### config.mk
export PLATFORM = sky130hd
export DESIGN_NAME = dup2_load_unit
export DESIGN_NICKNAME = d
export VERILOG_FILES = /design/src/rtl/dup2_pkg.sv /design/src/rtl/dup2_decode.sv /design/src/rtl/dup2_align_check.sv /design/src/rtl/dup2_lane_fill.sv /design/src/rtl/dup2_load_unit.sv
export SDC_FILE = /design/constraint.sdc
export NUM_CORES = 1
export LEC_CHECK = 0
export CORE_MARGIN = 5
export CORE_UTILIZATION = 44
export CTS_BUF_LIST = sky130_fd_sc_hd__clkbuf_8
export CTS_CLUSTER_SIZE = 20
export DETAILED_ROUTE_END_ITERATION = 8
export GPL_TIMING_DRIVEN = 0
export MAX_ROUTING_LAYER = met4
export PLACE_DENSITY_LB_ADDON = 0.2
export SKIP_LAST_GASP = 1
export SYNTH_ARGS = -nofsm -noshare
export SYNTH_HDL_FRONTEND = slang
export SYNTH_SLANG_ARGS = --single-unit
export TNS_END_PERCENT = 30
### constraint.sdc
create_clock -name clk -period 4.1 [get_ports clk]
set_input_delay 0.41 -clock clk [delete_from_list [all_inputs] [get_ports clk]]
set_output_delay 0.41 -clock clk [all_outputs]
set_load 0.05 [all_outputs]
### src/rtl/dup2_pkg.sv
package dup2_pkg;

    localparam int VEC_W  = 64;
    localparam int ADDR_W = 32;
    localparam int GPR_AW = 4;
    localparam int VR_AW  = 5;
    localparam int INSN_W = 32;
    localparam int NSIZES = 3;
    localparam int BYTE_W = 8;

    // Instruction field positions
    localparam int F_DHI   = 22;
    localparam int F_RN_LO = 16;
    localparam int F_VD_LO = 12;
    localparam int F_SZ_LO = 6;
    localparam int F_SPC   = 5;
    localparam int F_ALN   = 4;
    localparam int F_RM_LO = 0;

    localparam logic [GPR_AW-1:0] RM_NO_WB  = 4'd15;
    localparam logic [GPR_AW-1:0] RM_IMM_WB = 4'd13;
    localparam logic [GPR_AW-1:0] RN_BAD    = 4'd15;

    typedef enum logic [1:0] {
        SZ_B   = 2'd0,
        SZ_H   = 2'd1,
        SZ_W   = 2'd2,
        SZ_BAD = 2'd3
    } elem_sz_e;

    typedef enum logic [1:0] {
        WB_NONE = 2'd0,
        WB_IMM  = 2'd1,
        WB_REG  = 2'd2
    } wb_mode_e;

    typedef enum logic [2:0] {
        ST_IDLE   = 3'd0,
        ST_REQ    = 3'd1,
        ST_WAIT   = 3'd2,
        ST_COMMIT = 3'd3,
        ST_ABORT  = 3'd4
    } st_e;

    typedef struct packed {
        elem_sz_e          sz;
        logic [3:0]        ebytes;
        logic [VR_AW-1:0]  vd0;
        logic [VR_AW-1:0]  vd1;
        logic              align_req;
        wb_mode_e          wb;
        logic [GPR_AW-1:0] rn;
        logic              undef;
    } dec_t;

    // Byte count of the whole pair: twice the element size
    function automatic logic [3:0] pair_bytes(input logic [3:0] eb);
        return {eb[2:0], 1'b0};
    endfunction

endpackage

### src/rtl/dup2_decode.sv
module dup2_decode
    import dup2_pkg::*;
(
    input  logic [INSN_W-1:0] instr_word,
    output dec_t              dec
);

    logic [1:0]        raw_sz;
    logic [VR_AW-1:0]  first_d;
    logic [VR_AW:0]    second_wide;
    logic [GPR_AW-1:0] rm_f;
    logic [GPR_AW-1:0] rn_f;
    logic              unused_bits;

    assign raw_sz      = instr_word[F_SZ_LO +: 2];
    assign first_d     = {instr_word[F_DHI], instr_word[F_VD_LO +: VR_AW-1]};
    assign second_wide = {1'b0, first_d} + (instr_word[F_SPC] ? (VR_AW+1)'(2) : (VR_AW+1)'(1));
    assign rm_f        = instr_word[F_RM_LO +: GPR_AW];
    assign rn_f        = instr_word[F_RN_LO +: GPR_AW];
    assign unused_bits = ^{instr_word[31:23], instr_word[21:20], instr_word[11:8]};

    always_comb begin
        dec           = '0;
        dec.sz        = elem_sz_e'(raw_sz);
        dec.ebytes    = 4'd1 << raw_sz;
        dec.vd0       = first_d;
        dec.vd1       = second_wide[VR_AW-1:0];
        dec.align_req = instr_word[F_ALN];
        dec.rn        = rn_f;
        if (rm_f == RM_NO_WB)
            dec.wb = WB_NONE;
        else if (rm_f == RM_IMM_WB)
            dec.wb = WB_IMM;
        else
            dec.wb = WB_REG;
        dec.undef = (raw_sz == 2'd3) || (rn_f == RN_BAD) || second_wide[VR_AW];
    end

endmodule

### src/rtl/dup2_align_check.sv
module dup2_align_check
    import dup2_pkg::*;
(
    input  logic [ADDR_W-1:0] base,
    input  elem_sz_e          sz,
    input  logic              align_req,
    output logic              misalign
);

    logic [2:0]    low_mask;
    logic          unused_hi;

    // Pair of elements must sit on a 2*ebytes boundary
    always_comb begin
        case (sz)
            SZ_B:    low_mask = 3'b001;
            SZ_H:    low_mask = 3'b011;
            SZ_W:    low_mask = 3'b111;
            default: low_mask = 3'b000;
        endcase
    end

    assign misalign  = align_req && ((base[2:0] & low_mask) != 3'b000);
    assign unused_hi = ^base[ADDR_W-1:3];

endmodule

### src/rtl/dup2_lane_fill.sv
module dup2_lane_fill
    import dup2_pkg::*;
(
    input  logic [VEC_W-1:0] raw,
    input  elem_sz_e         sz,
    output logic [VEC_W-1:0] lane_a,
    output logic [VEC_W-1:0] lane_b
);

    logic [VEC_W-1:0] rep_a [NSIZES];
    logic [VEC_W-1:0] rep_b [NSIZES];

    for (genvar s = 0; s < NSIZES; s++) begin : g_size
        localparam int EW   = BYTE_W << s;
        localparam int NCPY = VEC_W / EW;
        for (genvar c = 0; c < NCPY; c++) begin : g_copy
            assign rep_a[s][c*EW +: EW] = raw[0  +: EW];
            assign rep_b[s][c*EW +: EW] = raw[EW +: EW];
        end
    end

    always_comb begin
        case (sz)
            SZ_B: begin lane_a = rep_a[0]; lane_b = rep_b[0]; end
            SZ_H: begin lane_a = rep_a[1]; lane_b = rep_b[1]; end
            SZ_W: begin lane_a = rep_a[2]; lane_b = rep_b[2]; end
            default: begin lane_a = '0; lane_b = '0; end
        endcase
    end

endmodule

### src/rtl/dup2_load_unit.sv
module dup2_load_unit
    import dup2_pkg::*;
(
    input  logic              clk,
    input  logic              rst,
    input  logic              instr_valid,
    output logic              instr_ready,
    input  logic [31:0]       instr_word,
    input  logic [31:0]       rn_value,
    input  logic [31:0]       rm_value,
    output logic              mem_req_valid,
    input  logic              mem_req_ready,
    output logic [31:0]       mem_req_addr,
    output logic [3:0]        mem_req_bytes,
    input  logic              mem_rsp_valid,
    input  logic [63:0]       mem_rsp_data,
    output logic              vr_we,
    output logic [4:0]        vr_waddr0,
    output logic [63:0]       vr_wdata0,
    output logic [4:0]        vr_waddr1,
    output logic [63:0]       vr_wdata1,
    output logic              gpr_we,
    output logic [3:0]        gpr_waddr,
    output logic [31:0]       gpr_wdata,
    output logic              done,
    output logic              undef,
    output logic              align_fault
);

    st_e               st_q;
    dec_t              dec_now;
    dec_t              dec_q;
    logic              misalign_now;
    logic [ADDR_W-1:0] base_q;
    logic [ADDR_W-1:0] idx_q;
    logic [VEC_W-1:0]  data_q;
    logic              undef_q;
    logic              af_q;
    logic [ADDR_W-1:0] step;

    dup2_decode u_decode (
        .instr_word (instr_word),
        .dec        (dec_now)
    );

    dup2_align_check u_align (
        .base      (rn_value),
        .sz        (dec_now.sz),
        .align_req (dec_now.align_req),
        .misalign  (misalign_now)
    );

    dup2_lane_fill u_fill (
        .raw    (data_q),
        .sz     (dec_q.sz),
        .lane_a (vr_wdata0),
        .lane_b (vr_wdata1)
    );

    always_ff @(posedge clk) begin
        if (rst) begin
            st_q    <= ST_IDLE;
            dec_q   <= '0;
            base_q  <= '0;
            idx_q   <= '0;
            data_q  <= '0;
            undef_q <= 1'b0;
            af_q    <= 1'b0;
        end else begin
            case (st_q)
                ST_IDLE: begin
                    if (instr_valid) begin
                        dec_q  <= dec_now;
                        base_q <= rn_value;
                        idx_q  <= rm_value;
                        if (dec_now.undef) begin
                            undef_q <= 1'b1;
                            st_q    <= ST_ABORT;
                        end else if (misalign_now) begin
                            af_q <= 1'b1;
                            st_q <= ST_ABORT;
                        end else begin
                            st_q <= ST_REQ;
                        end
                    end
                end
                ST_REQ: begin
                    if (mem_req_ready) st_q <= ST_WAIT;
                end
                ST_WAIT: begin
                    if (mem_rsp_valid) begin
                        data_q <= mem_rsp_data;
                        st_q   <= ST_COMMIT;
                    end
                end
                ST_COMMIT: st_q <= ST_IDLE;
                ST_ABORT: begin
                    undef_q <= 1'b0;
                    af_q    <= 1'b0;
                    st_q    <= ST_IDLE;
                end
                default: st_q <= ST_IDLE;
            endcase
        end
    end

    assign step = (dec_q.wb == WB_IMM) ? ADDR_W'(pair_bytes(dec_q.ebytes)) : idx_q;

    assign instr_ready   = (st_q == ST_IDLE);
    assign mem_req_valid = (st_q == ST_REQ);
    assign mem_req_addr  = base_q;
    assign mem_req_bytes = pair_bytes(dec_q.ebytes);
    assign vr_we         = (st_q == ST_COMMIT);
    assign vr_waddr0     = dec_q.vd0;
    assign vr_waddr1     = dec_q.vd1;
    assign gpr_we        = (st_q == ST_COMMIT) && (dec_q.wb != WB_NONE);
    assign gpr_waddr     = dec_q.rn;
    assign gpr_wdata     = base_q + step;
    assign done          = (st_q == ST_COMMIT) || (st_q == ST_ABORT);
    assign undef         = (st_q == ST_ABORT) && undef_q;
    assign align_fault   = (st_q == ST_ABORT) && af_q;

endmodule

# ---- Word level (Yosys, flattened, before mapping)
# Index checks and enable logic that the tools add are counted.
dict set report totals {
  register_bits 154
  latch_bits 0
  mem_bits_rw 0
  romBits 0
  inputBits 165
  elab_cells 73
  n_memories 0
}
dict set report classes {
  add_sub_neg 2
  mul 0
  div_mod_pow 0
  order_cmp 0
  n_eq_ne 19
  n_shift 1
  mux 20
  bitwise_logic 1
  n_reduce_logical 18
}
# cell n
set ops {}
lappend ops {{64-bit one-hot mux with 3 select lines} 2}
lappend ops {{32-bit adder} 1}
lappend ops {{32-bit 2-to-1 mux} 1}
lappend ops {{3-bit one-hot mux with 3 select lines} 2}
lappend ops {{3-bit 2-to-1 mux} 5}
lappend ops {{4-bit equality test, second input constant} 3}
lappend ops {{5-bit by 6-bit adder with 6-bit output} 1}
lappend ops {{2-bit by 1-bit equality test with 1-bit output, second input constant} 3}
lappend ops {{2-bit equality test, second input constant} 3}
lappend ops {{3-bit by 2-bit equality test with 1-bit output, second input constant} 2}
lappend ops {{2-bit 2-to-1 mux} 3}
lappend ops {{2-bit by 1-bit inequality test with 1-bit output, second input constant} 3}
lappend ops {{2-bit inequality test, second input constant} 3}
lappend ops {{3-bit AND reduction} 2}
lappend ops {{1-bit 2-to-1 mux} 5}
lappend ops {{1-bit logical AND} 4}
lappend ops {{2-bit zero test} 2}
lappend ops {{1-bit one-hot mux with 2 select lines} 2}
lappend ops {{2-bit AND reduction} 2}
lappend ops {{4-bit AND reduction} 1}
lappend ops {{2-bit nonzero test} 2}
lappend ops {{3-bit bitwise AND} 1}
lappend ops {{3-bit by 1-bit equality test with 1-bit output, second input constant} 1}
lappend ops {{3-bit equality test, second input constant} 1}
lappend ops {{other kinds (4)} 6}

# ---- Logic depth before layout (Yosys ltp)
dict set report depth {
  word_depth 9
  mapped_depth 13
}

# ---- Hierarchy
# From an unflattened synthesis, not the netlist that was laid out.
dict set report hier_totals {
  hier_cells 1257
  area_unflattened_um2 9515.4
}
# mod n_inst cells_each area_per_inst_um2
set modules_own_cells {}
lappend modules_own_cells {dup2_load_unit 1 995 7553.5}
lappend modules_own_cells {dup2_lane_fill 1 220 1661.6}
lappend modules_own_cells {dup2_decode 1 34 245.2}
lappend modules_own_cells {dup2_align_check 1 8 55.1}

# ---- Least setup slack after synthesis
# Ideal clock, no wire load.
dict set report synth_path {
  path_type {reg-to-output}
  from {register dec_q[6] (netlist name)}
  to {output gpr_wdata[26]}
  arrival_time_ns 3.375
  required_ns 3.690
  slack_ns 0.315
  stages_incl_launch_ff 12
  path_cell_list {dfxtp_1 > nand2b_1 > clkbuf_1 > mux2_2 > ha_1 > nor2b_1 > o31a_1 > o21ai_0 > nand3_1 > a211oi_2 > o21ai_1 > xnor2_1}
}
dict set report synth_between {
  elab_chain_cells 3
}
# item line
set synth_rtl {}
lappend synth_rtl {{start, declared} dup2_load_unit.sv:32} ;# dec_t dec_q;
lappend synth_rtl {{start signal, assigned} dup2_load_unit.sv:73} ;# dec_q <= dec_now;
lappend synth_rtl {{2-bit by 1-bit equality test with 1-bit output} dup2_load_unit.sv:107} ;# assign step = (dec_q.wb == WB_IMM) ? ADDR_W'(pair_bytes(dec_q.ebytes)) : idx_q;
lappend synth_rtl {{32-bit 2-to-1 mux} dup2_load_unit.sv:107}
lappend synth_rtl {{32-bit adder} dup2_load_unit.sv:118} ;# assign gpr_wdata = base_q + step;
lappend synth_rtl {{end, declared} dup2_load_unit.sv:24} ;# output logic [31:0] gpr_wdata,
# No other way between the ends.

# ---- Worst setup path in the final report
dict set report layout_path {
  from {register dec_q[6] (netlist name)}
  to {output gpr_wdata[30]}
}
# The elaborated chain is that of the path after synthesis.

==> results.cfg <==
[clocking]
post_cts_hold_buffer_count = 0
cts.htree.levels = 4
clock-sinks = 154
cts_buffers = 17
cts.clk_slew.worst_paths_ns = 0.08
clk_latency_ns = 0.47
clock_buffer_depth = 2
tritoncts = yes
clock_tree.root_cell = sky130_fd_sc_hd__clkbuf_8

[worst_setup_path]
worstSetupPathType = reg -> out
start_kind = flip-flop
worstPathMaxFanout = 10
timing.critical_path.to_type = output pin
timing.critical_path.required_ns = 3.69
worstPathArrival_ns = 3.62

[finish]
layout.nets = 1810
multi_input_area_um2 = 4980
n_fill_cell = 1700
final_layout_size_suffix_gt1_share_pct = 11.0
post_layout_nonfiller_instances = 1890
area_growth_pct = 50.7
sequential_cell_area_um2 = 3090
finalInstanceArea_um2 = 13500

[sta]
timing.fmax_ghz = 0.248
min_period_ns = 4.03
final_max_slew_viol_count = 0
clock-skew-final_ns = 0.0129
rsz_0062_raised_after_global_routing = yes
finalSetupViolations = 0
relSlewSlack_pct = 31.4
tightestPinTransition_ns = 1.03
post-route-period-util_pct = 98.3
hold_viol_final = 0

[synth]
ys_top_cells_by_area = sky130_fd_sc_hd__dfxtp_1 34%, sky130_fd_sc_hd__nand2_1 15%, sky130_fd_sc_hd__a21oi_1 11%, sky130_fd_sc_hd__buf_4 6.9%, sky130_fd_sc_hd__ha_1 5.3%
dominantRegCellSynth = sky130_fd_sc_hd__dfxtp_1
mappedNetlistNets = 1423
synth_commonest_cells = 346 x sky130_fd_sc_hd__nand2_1, 198 x sky130_fd_sc_hd__a21oi_1, 154 x sky130_fd_sc_hd__dfxtp_1
synth.lib_cells_used.distinct = 56
synth_top_area_share_pct = 34.5
synth_enable_flop_cells = 0
post_synthesis_mean_instance_area_um2 = 7.35
synth-seq-cells = 154
synth_largest_area_cell = sky130_fd_sc_hd__dfxtp_1
syn_area_um2 = 8950
post-synth-top-count-cell = sky130_fd_sc_hd__nand2_1
ys_seq_area_share_pct = 34.5
synth_cells = 1218
synth.yosys.warnings = 0
synth_async_sr_flop_share_pct = 0

[grt]
grt_pass1_vias = 9909
global_route.overflow_total = 0
grt.met3_usage_pct = 5.51
grt_start_max_net_pins = 17
grt_first_pass_wirelength_mm = 53.2
gr-usage-met1_pct = 35.0
global_route.usage.total_pct = 29.3
grt_antenna_before_repair = 2
global_route.peak_usage_layer = met2
gr_util_met2_pct = 50.6

[die]
placementRows = 52
core_area_um2 = 20100
die_w_um = 153
chipHeight_um = 153
design.die.area_um2 = 23300
top_level_ports = 382
start_util_pct = 44.5

[route]
drtAntennaViolNets = 0
drt_wl_total_mm = 34.8
detail_route.iter0.violations = 693
remaining_drc_errors = 0
post_drt_wl_per_cell_um = 18.4
detail_route.first_pass.iterations = 5
vias = 9927
vias_cell = 5.25

[run_status]
run_status = complete, no violations

[placement]
port_buffers = 364
dp_cells = 1852
place_area_um2 = 12900
hpwlAfterDp_mm = 28.0
routabilityCongestion = 0.946

[power]
power.density_cell_area_nw_per_um2 = 320
vdd_ir_drop_max_uv = 194
leak_pwr_nw = 5.60
report.power.total_mw = 4.31

[flow_run]
max-cap-violations = 0

[min_path]
hold_class = reg -> reg
==> cell usage in the layout, fill, tap and decap left out, drive strengths merged, types with 5 or more instances in the layout <==
master / instances
a31oi: 8
nor2: 42
clkinvlp: 5
nand2: 346
clkdlybuf4s50: 342
ha: 38
and2: 29
dfxtp: 154
buf: 107
a21o: 51
o21ai: 31
nand4: 8
mux2i: 8
o21bai: 8
a211oi: 13
clkbuf: 87
xor2: 15
a31o: 10
a21oi: 199
xnor2: 19
nor3: 5
inv: 28
dlygate4sd2: 5
==> worst paths after layout <==
kind	start	endpoint	slack, ns	cells past startpoint
max	dec_q[6]	gpr_wdata[30]	0.07	15
min	idx_q[17]	idx_q[17]	0.45	2
max reg2reg	st_q[1]	gpr_waddr[3]	1.63	7
min reg2reg	idx_q[17]	idx_q[17]	0.45	2
==> layout make-up <==
type	instances	share of cell area (%)
Buffer	159	6.88
Tap cell	270	2.50
Timing Repair Buffer	368	26.9
Inverter	24	0.668
Antenna cell	2	0.0371
Clock buffer	19	1.94
Sequential cell	154	22.9
Clock inverter	13	1.23
Multi-Input combinational cell	881	36.9
==> routing by layer <==
layer,vias to the layer above,part of all wire [%]
met5,-,0
met4,0,2.6
met3,59,6.9
met2,440,50
met1,4644,40
li1,4784,-
==> worst max-delay path: stages (launching register included) <==
cell and delay [ns]:
sky130_fd_sc_hd__dfxtp_2 0.34, sky130_fd_sc_hd__nand2b_4 0.17, sky130_fd_sc_hd__buf_8 0.14, sky130_fd_sc_hd__and2_1 0.13, sky130_fd_sc_hd__ha_2 0.20, sky130_fd_sc_hd__inv_1 0.07
sky130_fd_sc_hd__fa_2 0.39, sky130_fd_sc_hd__nor2b_4 0.15, sky130_fd_sc_hd__o31a_1 0.26, sky130_fd_sc_hd__o21ba_4 0.18, sky130_fd_sc_hd__nor4_4 0.04, sky130_fd_sc_hd__o41ai_2 0.28
sky130_fd_sc_hd__buf_4 0.18, sky130_fd_sc_hd__a41oi_2 0.14, sky130_fd_sc_hd__xnor2_1 0.24, sky130_fd_sc_hd__buf_4 0.24
==> state kept, by name, summed over array words and instances (netlist names) <==
signal / count
dec_q: 4
mem_req_bytes: 3
idx_q: 32
undef_q: 1
data_q: 64
vr_waddr1: 5
st_q: 3
gpr_waddr: 4
mem_req_addr: 32
af_q: 1
vr_waddr0: 5
==> timing repair <==
item,CTS,global route
pin swaps,3,8
endpoints found under the setup margin,27,26
resized for setup,83,36
buffers inserted,1,3
cloned,0,0
==> where the power goes <==
group	internal, mW	switching [mW]
sequential	1.57	0.0588
combinational	0.515	0.907
clock	0.638	0.620
==> cell families after synthesis <==
logic type	share of synthesized area [%]
simple gates	20.9
fa+ha+maj	5.76
other cells	0.0419
buf+inv	11.2
xor+xnor	3.33
flops	34.5
mux	1.27
compound gates	23.1
==> through the flow <==
step                TNS [ns]  worst slack [ns]  hold slack, ns  util, %
floorplan                  0             0.315           0.432        -
global placement       -5.37            -0.541           0.437     64.3
detailed placement     -6.16            -0.571           0.446     64.3
CTS                   -0.974            -0.128           0.455     66.6
global route          -0.689            -0.102           0.474     67.1
finish                     0            0.0710           0.454     67.1
Note: power is estimated with default switching activity, not from simulation.
